## src/rtl/led_seq_pkg.sv

```systemverilog
package led_seq_pkg;
  localparam int STEP_W = 6;
  localparam int NSTEP = 1 << STEP_W;
  localparam int FINE_W = 2 * STEP_W;
  localparam int CODE_W = 3;
  localparam logic [CODE_W-1:0] LAST_VALID_CODE = 3'd5;
  localparam int DIV3_MUL = 683;
  localparam int DIV3_SHIFT = 11;

  typedef logic [STEP_W-1:0] step_t;
  typedef logic [CODE_W-1:0] code_t;
  typedef logic [FINE_W-1:0] fine_t;
endpackage

```

## src/rtl/led_seq_timebase.sv

```systemverilog
module led_seq_timebase
  import led_seq_pkg::*;
#(
  parameter int BASE_SHIFT = 11
) (
  input  logic  clk,
  input  logic  rst_n,
  input  logic  tick,
  input  logic  enable,
  input  logic  one_shot,
  input  code_t per_code,
  output logic  active,
  output step_t step,
  output step_t sub,
  output logic  done
);
  localparam int PRE_W = BASE_SHIFT + int'(LAST_VALID_CODE) + 1;
  localparam logic [PRE_W-1:0] PRE_ONE = PRE_W'(1);

  logic [PRE_W-1:0] pre_q, pre_d, len_m1;
  step_t step_q, step_d;
  logic done_q, done_d;
  logic run, step_end, adv_en;
  int sh_len, sh_sub;

  always_comb begin
    run      = enable && (per_code <= LAST_VALID_CODE);
    sh_len   = BASE_SHIFT + int'(per_code);
    sh_sub   = BASE_SHIFT - STEP_W + int'(per_code);
    len_m1   = (PRE_ONE << sh_len) - PRE_ONE;
    step_end = (pre_q == len_m1);
    adv_en   = run && !done_q && tick;
  end

  always_comb begin
    pre_d  = pre_q;
    step_d = step_q;
    done_d = done_q;
    if (!run) begin
      pre_d  = '0;
      step_d = '0;
      done_d = 1'b0;
    end else if (adv_en) begin
      if (step_end) begin
        pre_d = '0;
        if (step_q == step_t'(NSTEP - 1)) begin
          step_d = '0;
          done_d = one_shot;
        end else begin
          step_d = step_q + 1'b1;
        end
      end else begin
        pre_d = pre_q + PRE_ONE;
      end
    end
  end

  always_ff @(posedge clk or negedge rst_n) begin
    if (!rst_n) begin
      pre_q  <= '0;
      step_q <= '0;
      done_q <= 1'b0;
    end else begin
      pre_q  <= pre_d;
      step_q <= step_d;
      done_q <= done_d;
    end
  end

  assign active = run && !done_q;
  assign step   = step_q;
  assign sub    = step_t'(pre_q >> sh_sub);
  assign done   = done_q;
endmodule

```

## src/rtl/led_seq_ramp.sv

```systemverilog
module led_seq_ramp
  import led_seq_pkg::*;
(
  input  fine_t x,
  input  code_t code,
  output step_t level
);
  localparam int PROD_W = FINE_W - 3 + 10;

  fine_t q;
  logic [PROD_W-1:0] prod;

  always_comb begin
    prod = '0;
    q    = fine_t'(NSTEP - 1);
    case (code)
      3'd1: q = x;
      3'd2: q = x >> 1;
      3'd3: q = x >> 2;
      3'd4: q = x >> 3;
      3'd5: q = x >> 4;
      3'd6: begin
        prod = PROD_W'(x[FINE_W-1:3]) * PROD_W'(DIV3_MUL);
        q    = fine_t'(prod >> DIV3_SHIFT);
      end
      3'd7: q = x >> 5;
      default: q = fine_t'(NSTEP - 1);
    endcase
    level = (q > fine_t'(NSTEP - 1)) ? step_t'(NSTEP - 1) : q[STEP_W-1:0];
  end
endmodule

```

## src/rtl/led_seq_channel.sv

```systemverilog
module led_seq_channel
  import led_seq_pkg::*;
(
  input  logic  clk,
  input  logic  rst_n,
  input  logic  active,
  input  step_t step,
  input  step_t sub,
  input  step_t on_pos,
  input  step_t off_pos,
  input  code_t fin_code,
  input  code_t fout_code,
  output logic  gate_q,
  output step_t duty_q
);
  logic in_win, gate_d;
  fine_t fine, since_on, until_off;
  step_t lvl_in, lvl_out, duty_d;

  always_comb begin
    if (on_pos < off_pos)      in_win = (step >= on_pos) && (step < off_pos);
    else if (on_pos > off_pos) in_win = (step >= on_pos) || (step < off_pos);
    else                       in_win = 1'b0;
    fine      = {step, sub};
    since_on  = fine - {on_pos, {STEP_W{1'b0}}};
    until_off = {off_pos, {STEP_W{1'b0}}} - fine;
  end

  led_seq_ramp u_up (.x(since_on),  .code(fin_code),  .level(lvl_in));
  led_seq_ramp u_dn (.x(until_off), .code(fout_code), .level(lvl_out));

  always_comb begin
    gate_d = active && in_win;
    duty_d = '0;
    if (gate_d) duty_d = (lvl_in < lvl_out) ? lvl_in : lvl_out;
  end

  always_ff @(posedge clk or negedge rst_n) begin
    if (!rst_n) begin
      gate_q <= 1'b0;
      duty_q <= '0;
    end else begin
      gate_q <= gate_d;
      duty_q <= duty_d;
    end
  end
endmodule

```

## src/rtl/led_seq_core.sv

```systemverilog
module led_seq_core
  import led_seq_pkg::*;
#(
  parameter int NGRP       = 2,
  parameter int NCOL       = 3,
  parameter int BASE_SHIFT = 11
) (
  input  logic                                   clk,
  input  logic                                   rst_n,
  input  logic                                   tick,
  input  logic [NGRP-1:0]                        grp_en,
  input  logic [NGRP-1:0]                        one_shot,
  input  logic                                   follow_first,
  input  logic [NGRP-1:0][CODE_W-1:0]            period_code,
  input  logic [NGRP-1:0][CODE_W-1:0]            fade_in_code,
  input  logic [NGRP-1:0][CODE_W-1:0]            fade_out_code,
  input  logic [NGRP*NCOL-1:0][STEP_W-1:0]       on_step,
  input  logic [NGRP*NCOL-1:0][STEP_W-1:0]       off_step,
  output logic [NGRP*NCOL-1:0]                   gate_o,
  output logic [NGRP*NCOL-1:0][STEP_W-1:0]       duty_o
);
  localparam int NCH = NGRP * NCOL;

  logic  [NGRP-1:0] tb_active, tb_done;
  step_t            tb_step [NGRP];
  step_t            tb_sub  [NGRP];
  logic  [NGRP-1:0] eff_active;
  step_t            eff_step [NGRP];
  step_t            eff_sub  [NGRP];
  code_t            eff_fin  [NGRP];
  code_t            eff_fout [NGRP];

  for (genvar g = 0; g < NGRP; g++) begin : g_grp
    led_seq_timebase #(.BASE_SHIFT(BASE_SHIFT)) u_tb (
      .clk      (clk),
      .rst_n    (rst_n),
      .tick     (tick),
      .enable   (grp_en[g]),
      .one_shot (one_shot[g]),
      .per_code (period_code[g]),
      .active   (tb_active[g]),
      .step     (tb_step[g]),
      .sub      (tb_sub[g]),
      .done     (tb_done[g])
    );
    if (g == 0) begin : g_lead
      assign eff_active[g] = tb_active[g];
      assign eff_step[g]   = tb_step[g];
      assign eff_sub[g]    = tb_sub[g];
      assign eff_fin[g]    = fade_in_code[g];
      assign eff_fout[g]   = fade_out_code[g];
    end else begin : g_follow
      assign eff_active[g] = follow_first ? tb_active[0]     : tb_active[g];
      assign eff_step[g]   = follow_first ? tb_step[0]       : tb_step[g];
      assign eff_sub[g]    = follow_first ? tb_sub[0]        : tb_sub[g];
      assign eff_fin[g]    = follow_first ? fade_in_code[0]  : fade_in_code[g];
      assign eff_fout[g]   = follow_first ? fade_out_code[0] : fade_out_code[g];
    end
  end

  for (genvar ch = 0; ch < NCH; ch++) begin : g_ch
    localparam int GI = ch / NCOL;
    led_seq_channel u_ch (
      .clk       (clk),
      .rst_n     (rst_n),
      .active    (eff_active[GI]),
      .step      (eff_step[GI]),
      .sub       (eff_sub[GI]),
      .on_pos    (on_step[ch]),
      .off_pos   (off_step[ch]),
      .fin_code  (eff_fin[GI]),
      .fout_code (eff_fout[GI]),
      .gate_q    (gate_o[ch]),
      .duty_q    (duty_o[ch])
    );
  end
endmodule

```

## config.mk

```make
export PLATFORM = sky130hd
export DESIGN_NAME = led_seq_core
export DESIGN_NICKNAME = d
export VERILOG_FILES = /design/src/rtl/led_seq_pkg.sv /design/src/rtl/led_seq_timebase.sv /design/src/rtl/led_seq_ramp.sv /design/src/rtl/led_seq_channel.sv /design/src/rtl/led_seq_core.sv
export SDC_FILE = /design/constraint.sdc
export NUM_CORES = 2
export LEC_CHECK = 0
export ABC_CLOCK_PERIOD_IN_PS = 18600
export BUFFER_PORTS_ARGS = -buffer_cell sky130_fd_sc_hd__buf_4
export CORE_MARGIN = 1
export CORE_UTILIZATION = 45
export DETAILED_ROUTE_END_ITERATION = 12
export GPL_ROUTABILITY_DRIVEN = 0
export HOLD_SLACK_MARGIN = 0.02
export PLACE_DENSITY_LB_ADDON = 0.25
export REMOVE_ABC_BUFFERS = 1
export SYNTH_ARGS = -nofsm -noshare
export SYNTH_HDL_FRONTEND = slang
export SYNTH_SLANG_ARGS = --single-unit
export TNS_END_PERCENT = 50
```

## constraint.sdc

```tcl
create_clock -name clk -period 18.6 [get_ports clk]
set_clock_uncertainty 0.15 [all_clocks]
set_input_delay 0.93 -clock clk [delete_from_list [all_inputs] [get_ports clk]]
set_output_delay 0.93 -clock clk [all_outputs]
set_load 0.02 [all_outputs]
```

## Word level (Yosys, flattened, before mapping)

Index checks and enable logic that the tools add are counted.

- Multipliers: 12
- Shift operators: 4
- $add $sub $neg: 22
- Reduce and logical (&&, ||, !) cells: 30
- Eq/ne operators: 38
- Multiplexer cells: 75
- $lt $le $gt $ge: 44

Operators with widths:

| operator | number |
|---|---|
| case mux 12 bit (7 select lines) | 12 |
| multiplier 9 x 10 -> 19 bit, second input constant | 12 |
| two-way mux 6 bit | 34 |
| > comparator 12 x 6 -> 1 bit, second input constant | 12 |
| subtractor 12 bit | 12 |
| less-than comparator 6 bit | 18 |
| two-way mux 17 bit | 6 |
| << shifter 1 x 32 -> 17 bit, first input constant | 2 |
| right shift 17 x 32 -> 6 bit | 2 |
| == test 3 bit, second input constant | 16 |
| greater-or-equal comparator 6 bit | 6 |
| > comparator 6 bit | 6 |
| adder 17 x 1 -> 17 bit, second input constant | 2 |
| == test 17 bit | 2 |
| subtractor 17 x 1 -> 17 bit, second input constant | 2 |
| == test 3 x 2 -> 1 bit, second input constant | 8 |
| two-way mux 1 bit | 21 |
| logical AND 1 bit | 18 |
| adder 6 x 1 -> 6 bit, second input constant | 2 |
| == test 3 x 1 -> 1 bit, second input constant | 4 |
| == test 6 bit, second input constant | 2 |
| inequality test 2 bit, second input constant | 6 |
| adder 4 x 3 -> 5 bit, first input constant | 2 |
| adder 3 x 3 -> 4 bit, first input constant | 2 |
| other kinds (6) | 16 |

- Word-level logic and storage cells: 243
- Input port bits: 98
- Bits in registers: 90
- Output and inout port bits: 42

## Logic depth before layout (Yosys ltp)

- Word-level depth: 11
- Depth in mapped cells: 45
- Gate-level depth less buffers: 42

## Cells and area by module

From an unflattened synthesis, not the netlist that was laid out.

- Cell total of the unflattened synthesis: 4558
- Area total of the unflattened synthesis: 37195.7 µm²

By module, submodules not included:

| module | seq. area each (µm²) | cells an instance | area an instance (µm²) | instances |
|---|---|---|---|---|
| led_seq_ramp (g_ch[0].u_ch.u_dn ...) | 0.0 | 258 | 2105.8 | 4 |
| led_seq_channel | 175.2 | 159 | 1318.8 | 6 |
| led_seq_ramp (g_ch[3].u_ch.u_up ...) | 0.0 | 242 | 1978.1 | 3 |
| led_seq_timebase (g_grp[0].u_tb) | 600.6 | 330 | 2384.8 | 1 |
| led_seq_timebase (g_grp[1].u_tb) | 600.6 | 280 | 2361.0 | 1 |
| led_seq_ramp (g_ch[5].u_ch.u_dn) | 0.0 | 264 | 2128.3 | 1 |
| led_seq_ramp (g_ch[5].u_ch.u_up) | 0.0 | 240 | 1996.9 | 1 |
| led_seq_ramp (g_ch[2].u_ch.u_dn) | 0.0 | 246 | 1960.6 | 1 |
| led_seq_ramp (g_ch[3].u_ch.u_dn) | 0.0 | 231 | 1938.1 | 1 |
| led_seq_ramp (g_ch[2].u_ch.u_up) | 0.0 | 234 | 1873.0 | 1 |
| led_seq_core | 0.0 | 21 | 282.8 | 1 |

## Worst setup path before layout

No wires, ideal clock.

- Path type: input to register
- Start: input port follow_first
- End: register g_ch[4].u_ch.duty_q[1]
- Data required time: 18.325 ns
- Arrival time: 10.159 ns
- Setup time: 0.125 ns
- Path slack: 8.165 ns
- Stages on the path: 40
- Path buffers: 5
- Cell sequence: clkbuf_1 > clkbuf_1 > clkbuf_1 > clkbuf_1 > mux2i_1 > inv_1 > ha_1 > clkbuf_1 > o21a_1 > o21ai_0 > nor4_4 > o21a_1 > o311ai_1 > ha_1 > inv_1 > fa_1 > fa_1 > fa_1 > [... 4 more ...] > a21o_1 > a21o_1 > a21oi_1 > o211ai_1 > a21oi_1 > xor2_1 > a31oi_1 > or3_1 > a211oi_1 > ha_1 > nor2b_1 > o21ai_0 > nand2b_1 > a21oi_1 > and3_1 > and2_1 > a21oi_1 > a2111oi_0

- Longest elaborated chain between the ends: 9
- Elaborated cells between the ends (all ways): 39
- Classes of those cells: add/sub (2); mul (2); order compare (5); eq/ne (14); mux (13); reduce/logical (3)

Ends and longest elaborated chain:

| what | line | RTL |
|---|---|---|
| start, declared | led_seq_core.sv:13 | `input logic follow_first,` |
| two-way mux 6 bit, on equally long branches | led_seq_core.sv:55, led_seq_core.sv:54 |  |
| subtractor 12 bit, on equally long branches | led_seq_channel.sv:25, led_seq_channel.sv:26 |  |
| multiplier 9 x 10 -> 19 bit | led_seq_ramp.sv:23 | `prod = PROD_W'(x[FINE_W-1:3]) * PROD_W'(DIV3_MUL);` |
| case mux 12 bit (7 select lines) | led_seq_ramp.sv:16 | `case (code)` |
| > comparator 12 x 6 -> 1 bit | led_seq_ramp.sv:29 | `level = (q > fine_t'(NSTEP - 1)) ? step_t'(NSTEP - 1) : q[STEP_W-1:0];` |
| two-way mux 6 bit | led_seq_ramp.sv:29 |  |
| less-than comparator 6 bit | led_seq_channel.sv:35 | `if (gate_d) duty_d = (lvl_in < lvl_out) ? lvl_in : lvl_out;` |
| two-way mux 6 bit | led_seq_channel.sv:35 |  |
| two-way mux 6 bit (*) | led_seq_channel.sv:35 |  |
| net g_ch[4].u_ch.duty_d[1] | led_seq_channel.sv:18 | `step_t lvl_in, lvl_out, duty_d;` |
| end signal, assigned | led_seq_channel.sv:44 | `duty_q <= duty_d;` |
| end, declared | led_seq_channel.sv:14 | `output step_t duty_q` |

The timed path passes the listed nets; every way through them passes the cells marked *.
A chain may end at the register's enable or synchronous reset.

## Worst setup path in the final report

Same ends and word-level chain as after synthesis.

==> metrics.md <==
| Metric | Value |
|---|---|
| Clock transition at the registers of the reported paths | `90 ps` |
| Die area | `0.07333 mm^2` |
| Crit-path max FO | `35` |
| Headroom to the max-slew limit | `0.2188` |
| First-pass iteration count of the detailed router | `6` |
| Vias/cell | `5.822` |
| Setup TNS Final | `0 ps` |
| Status | `finished, final reports clean` |
| Share of the synthesized area in the top cell type | `0.2486` |
| GRT overflow | `0` |
| Die H | `270.8 um` |
| Antenna Cells | `0` |
| Largest net degree at the start of global routing | `62` |
| Unrepaired setup endpoints after global routing | `no` |
| Setup-failing EPs final | `0` |
| CTS tree | `built` |
| Worst-skew pair later-pin latency | `400 ps` |
| Placed insts | `5102` |
| Startpoint Class | `input pin` |
| Synth unique cells | `94` |
| Reg2reg setup slack | `7520 ps` |
| Post-synthesis instance area | `0.03251 mm^2` |
| Initial antenna violation count | `1` |
| Measured slew at the worst slew-check pin | `1162 ps` |
| Post-synth EDFFs | `0` |
| Count of clock tree sinks | `90` |
| Seq/Total Area, Yosys | `0.06927` |
| # DRC | `0` |
| WL/cell | `19.38 um` |
| Root Buffer | `clkbuf_16` |
| Synth top area cells | `ha_1 (25%), fa_1 (15%), inv_1 (9.3%)` |
| Crit path kind | `in -> reg` |
| Worst hold path class | `in -> async` |
| Final Slew Violations | `0` |
| Cell count after synthesis | `4091` |
| Core box area | `0.07149 mm^2` |
| Slowest CP cell | `o311ai_1` |
| Seq cells post-synth | `90` |
| Share of post-route cells with drive strength above 1 | `0.06190` |
| Row Count | `98` |
| Critical Path End Type | `register` |
| Final cell count without fillers | `5118` |
| Port bufs | `139` |
| Post-route minimum period | `11480 ps` |
| Most used cell, CP | `ha_1` |
| Num ports | `140` |
| R2r startpoint | `g_grp[0].u_tb.step[1]$_DFFE_PN0P_` |
| Yosys warns | `0` |
| DRT antenna net count | `0` |
| Ys flop type | `dfrtp_1` |
| Period utilisation layout | `0.6171` |
| Vias | `29800` |
| Async SR Flop Fraction | `1.000` |
| Biggest area consumer among synthesized cells | `ha_1` |
| Routed wire length | `99200 um` |
| Peak Freq | `87.12 MHz` |
| Tot GR Track Use | `0.2711` |
| Arrival @ worst endpoint | `11600 ps` |
| Detailed Place HPWL | `83560 um` |
| PostCTS Resize Cnt | `0` |
| Reg-to-reg endpoint | `g_ch[4].u_ch.duty_q[1]$_DFF_PN0_` |
| Final hold vios | `0` |
| Die X | `270.8 um` |
| Synth-to-layout area growth | `7.162%` |
| Postcts setup bufs | `0` |
| Max Cap Viol | `0` |
| Syn avg cell area | `7.948 um^2` |
| H-tree levels | `3` |
| Worst setup margin | `7122 ps` |
| CP Buf/Inv Count | `5` |
| DR iter-0 viols | `2690` |
| CP top delay family | `compound AO/OA/AOI/OAI gates` |
| Number of global-route vias before repair | `29180` |
| Critical Path Max Stage Delay | `820 ps` |
| Fin nets | `5153` |
| Initial Utilization | `0.4548` |
| CP required | `18720 ps` |
| Clk buf depth | `2` |
| CTS Hold Bufs | `0` |
| Dpl ws | `6756 ps` |
| R2R cell count | `35` |
| CTS Buf Count | `9` |
| Global-route wire length before repair | `158900 um` |
[worst max-delay path by stage]
| stage | start | to | slack [ps] | cells past startpoint |
|---|---|---|---|---|
| 3_5_place_dp | follow_first | g_ch[4].u_ch.duty_q[1]$_DFF_PN0_ | 6760 | 36 |
| 5_1_grt | follow_first | g_ch[4].u_ch.duty_q[1]$_DFF_PN0_ | 6370 | 38 |
| 2_1_floorplan | period_code[4] | g_ch[4].u_ch.duty_q[1]$_DFF_PN0_ | 9110 | 38 |
| 6_report | follow_first | g_ch[4].u_ch.duty_q[1]$_DFF_PN0_ | 7120 | 36 |
| 4_1_cts | follow_first | g_ch[4].u_ch.duty_q[1]$_DFF_PN0_ | 7180 | 36 |
| 3_3_place_gp | follow_first | g_ch[4].u_ch.duty_q[1]$_DFF_PN0_ | 7000 | 36 |
[synth_stat cells, types with 9 or more instances]
| cell type | count |
|---|---|
| mux2i_1 | 55 |
| and3_1 | 32 |
| o211ai_1 | 29 |
| a21oi_1 | 234 |
| mux4_2 | 13 |
| nor3_1 | 77 |
| nor3b_1 | 20 |
| buf_2 | 17 |
| a31oi_1 | 41 |
| and4_1 | 10 |
| nor2_1 | 230 |
| o22ai_1 | 33 |
| clkbuf_1 | 80 |
| a211oi_1 | 40 |
| buf_4 | 9 |
| nand4_1 | 41 |
| a21boi_0 | 18 |
| o31ai_1 | 29 |
| or4_1 | 11 |
| xor2_1 | 69 |
| nand2_1 | 239 |
| o221ai_1 | 18 |
| o21bai_1 | 19 |
| nor4_1 | 14 |
| mux2_2 | 15 |
| xnor2_1 | 79 |
| nand3_1 | 85 |
| o2111ai_1 | 12 |
| a21o_1 | 80 |
| or3_1 | 22 |
| and2_1 | 22 |
| dfrtp_1 | 90 |
| inv_1 | 805 |
| o21ai_0 | 217 |
| a22oi_1 | 16 |
| a221oi_1 | 17 |
| nor2b_1 | 52 |
| ha_1 | 646 |
| a311oi_1 | 11 |
| o21a_1 | 52 |
| nand2b_1 | 55 |
| fa_1 | 246 |
[flip-flops by register name, indices dropped and copies added, names as in the netlist]
signal,flops
g_ch.u_ch.duty_q,36
g_grp.u_tb.pre_q,34
g_grp.u_tb.step,12
g_ch.u_ch.gate_q,6
g_grp.u_tb.done,2
[layer usage]
metal | routed length (um) | GRT usage
met5 | 12 | 0
met2 | 44590 | 0.4369
met4 | 3818 | 0.1054
met1 | 43310 | 0.3643
met3 | 7469 | 0.03861
[layout make-up]
class / count / area (um^2)
fillers: 7002 / 36640
repair buffers: 175 / 1314
inverters: 810 / 3040
flip-flops and latches: 90 / 2252
clock buffers: 9 / 225.2
clock inverters: 7 / 76.32
well taps: 950 / 1189
multi-input cells: 3077 / 26750
[cell usage in the layout, fill, tap and decap left out, drive strengths merged, types with 34 or more instances in the layout]
cell type,instances
inv,812
ha,646
fa,246
nand2,239
a21oi,236
nor2,231
o21ai,217
buf,175
dfrtp,90
nand3,85
a21o,80
xnor2,79
nor3,77
xor2,69
nand2b,55
mux2i,55
nor2b,52
o21a,52
a31oi,43
nand4,41
a211oi,40
o22ai,34
[metrics by stage]
| step | hold WS [ps] | util | cell area, um^2 |
|---|---|---|---|
| after global placement | 339.6 | 0.4832 | 34540 |
| after CTS | 349.3 | 0.4874 | 34840 |
| after global routing | 365.0 | 0.4874 | 34840 |
| after detailed placement | 352.4 | 0.4832 | 34540 |
| after floorplan | 312.4 | - | 32020 |
| final | 343.6 | 0.4874 | 34840 |
[logic make-up (layout without fill, tap and decap cells)]
family | after synthesis | count (layout) | synth area share
compound gates | 999 | 999 | 0.2040
xor+xnor | 148 | 148 | 0.03987
fa+ha+maj | 893 | 893 | 0.4004
buf+inv | 924 | 1001 | 0.1086
flops | 90 | 90 | 0.06927
mux | 83 | 83 | 0.03113
simple gates | 954 | 954 | 0.1467
Power is left out: the tool's default activity adds up to more than one toggle a clock period on the data nets, which glitch-free logic cannot reach.
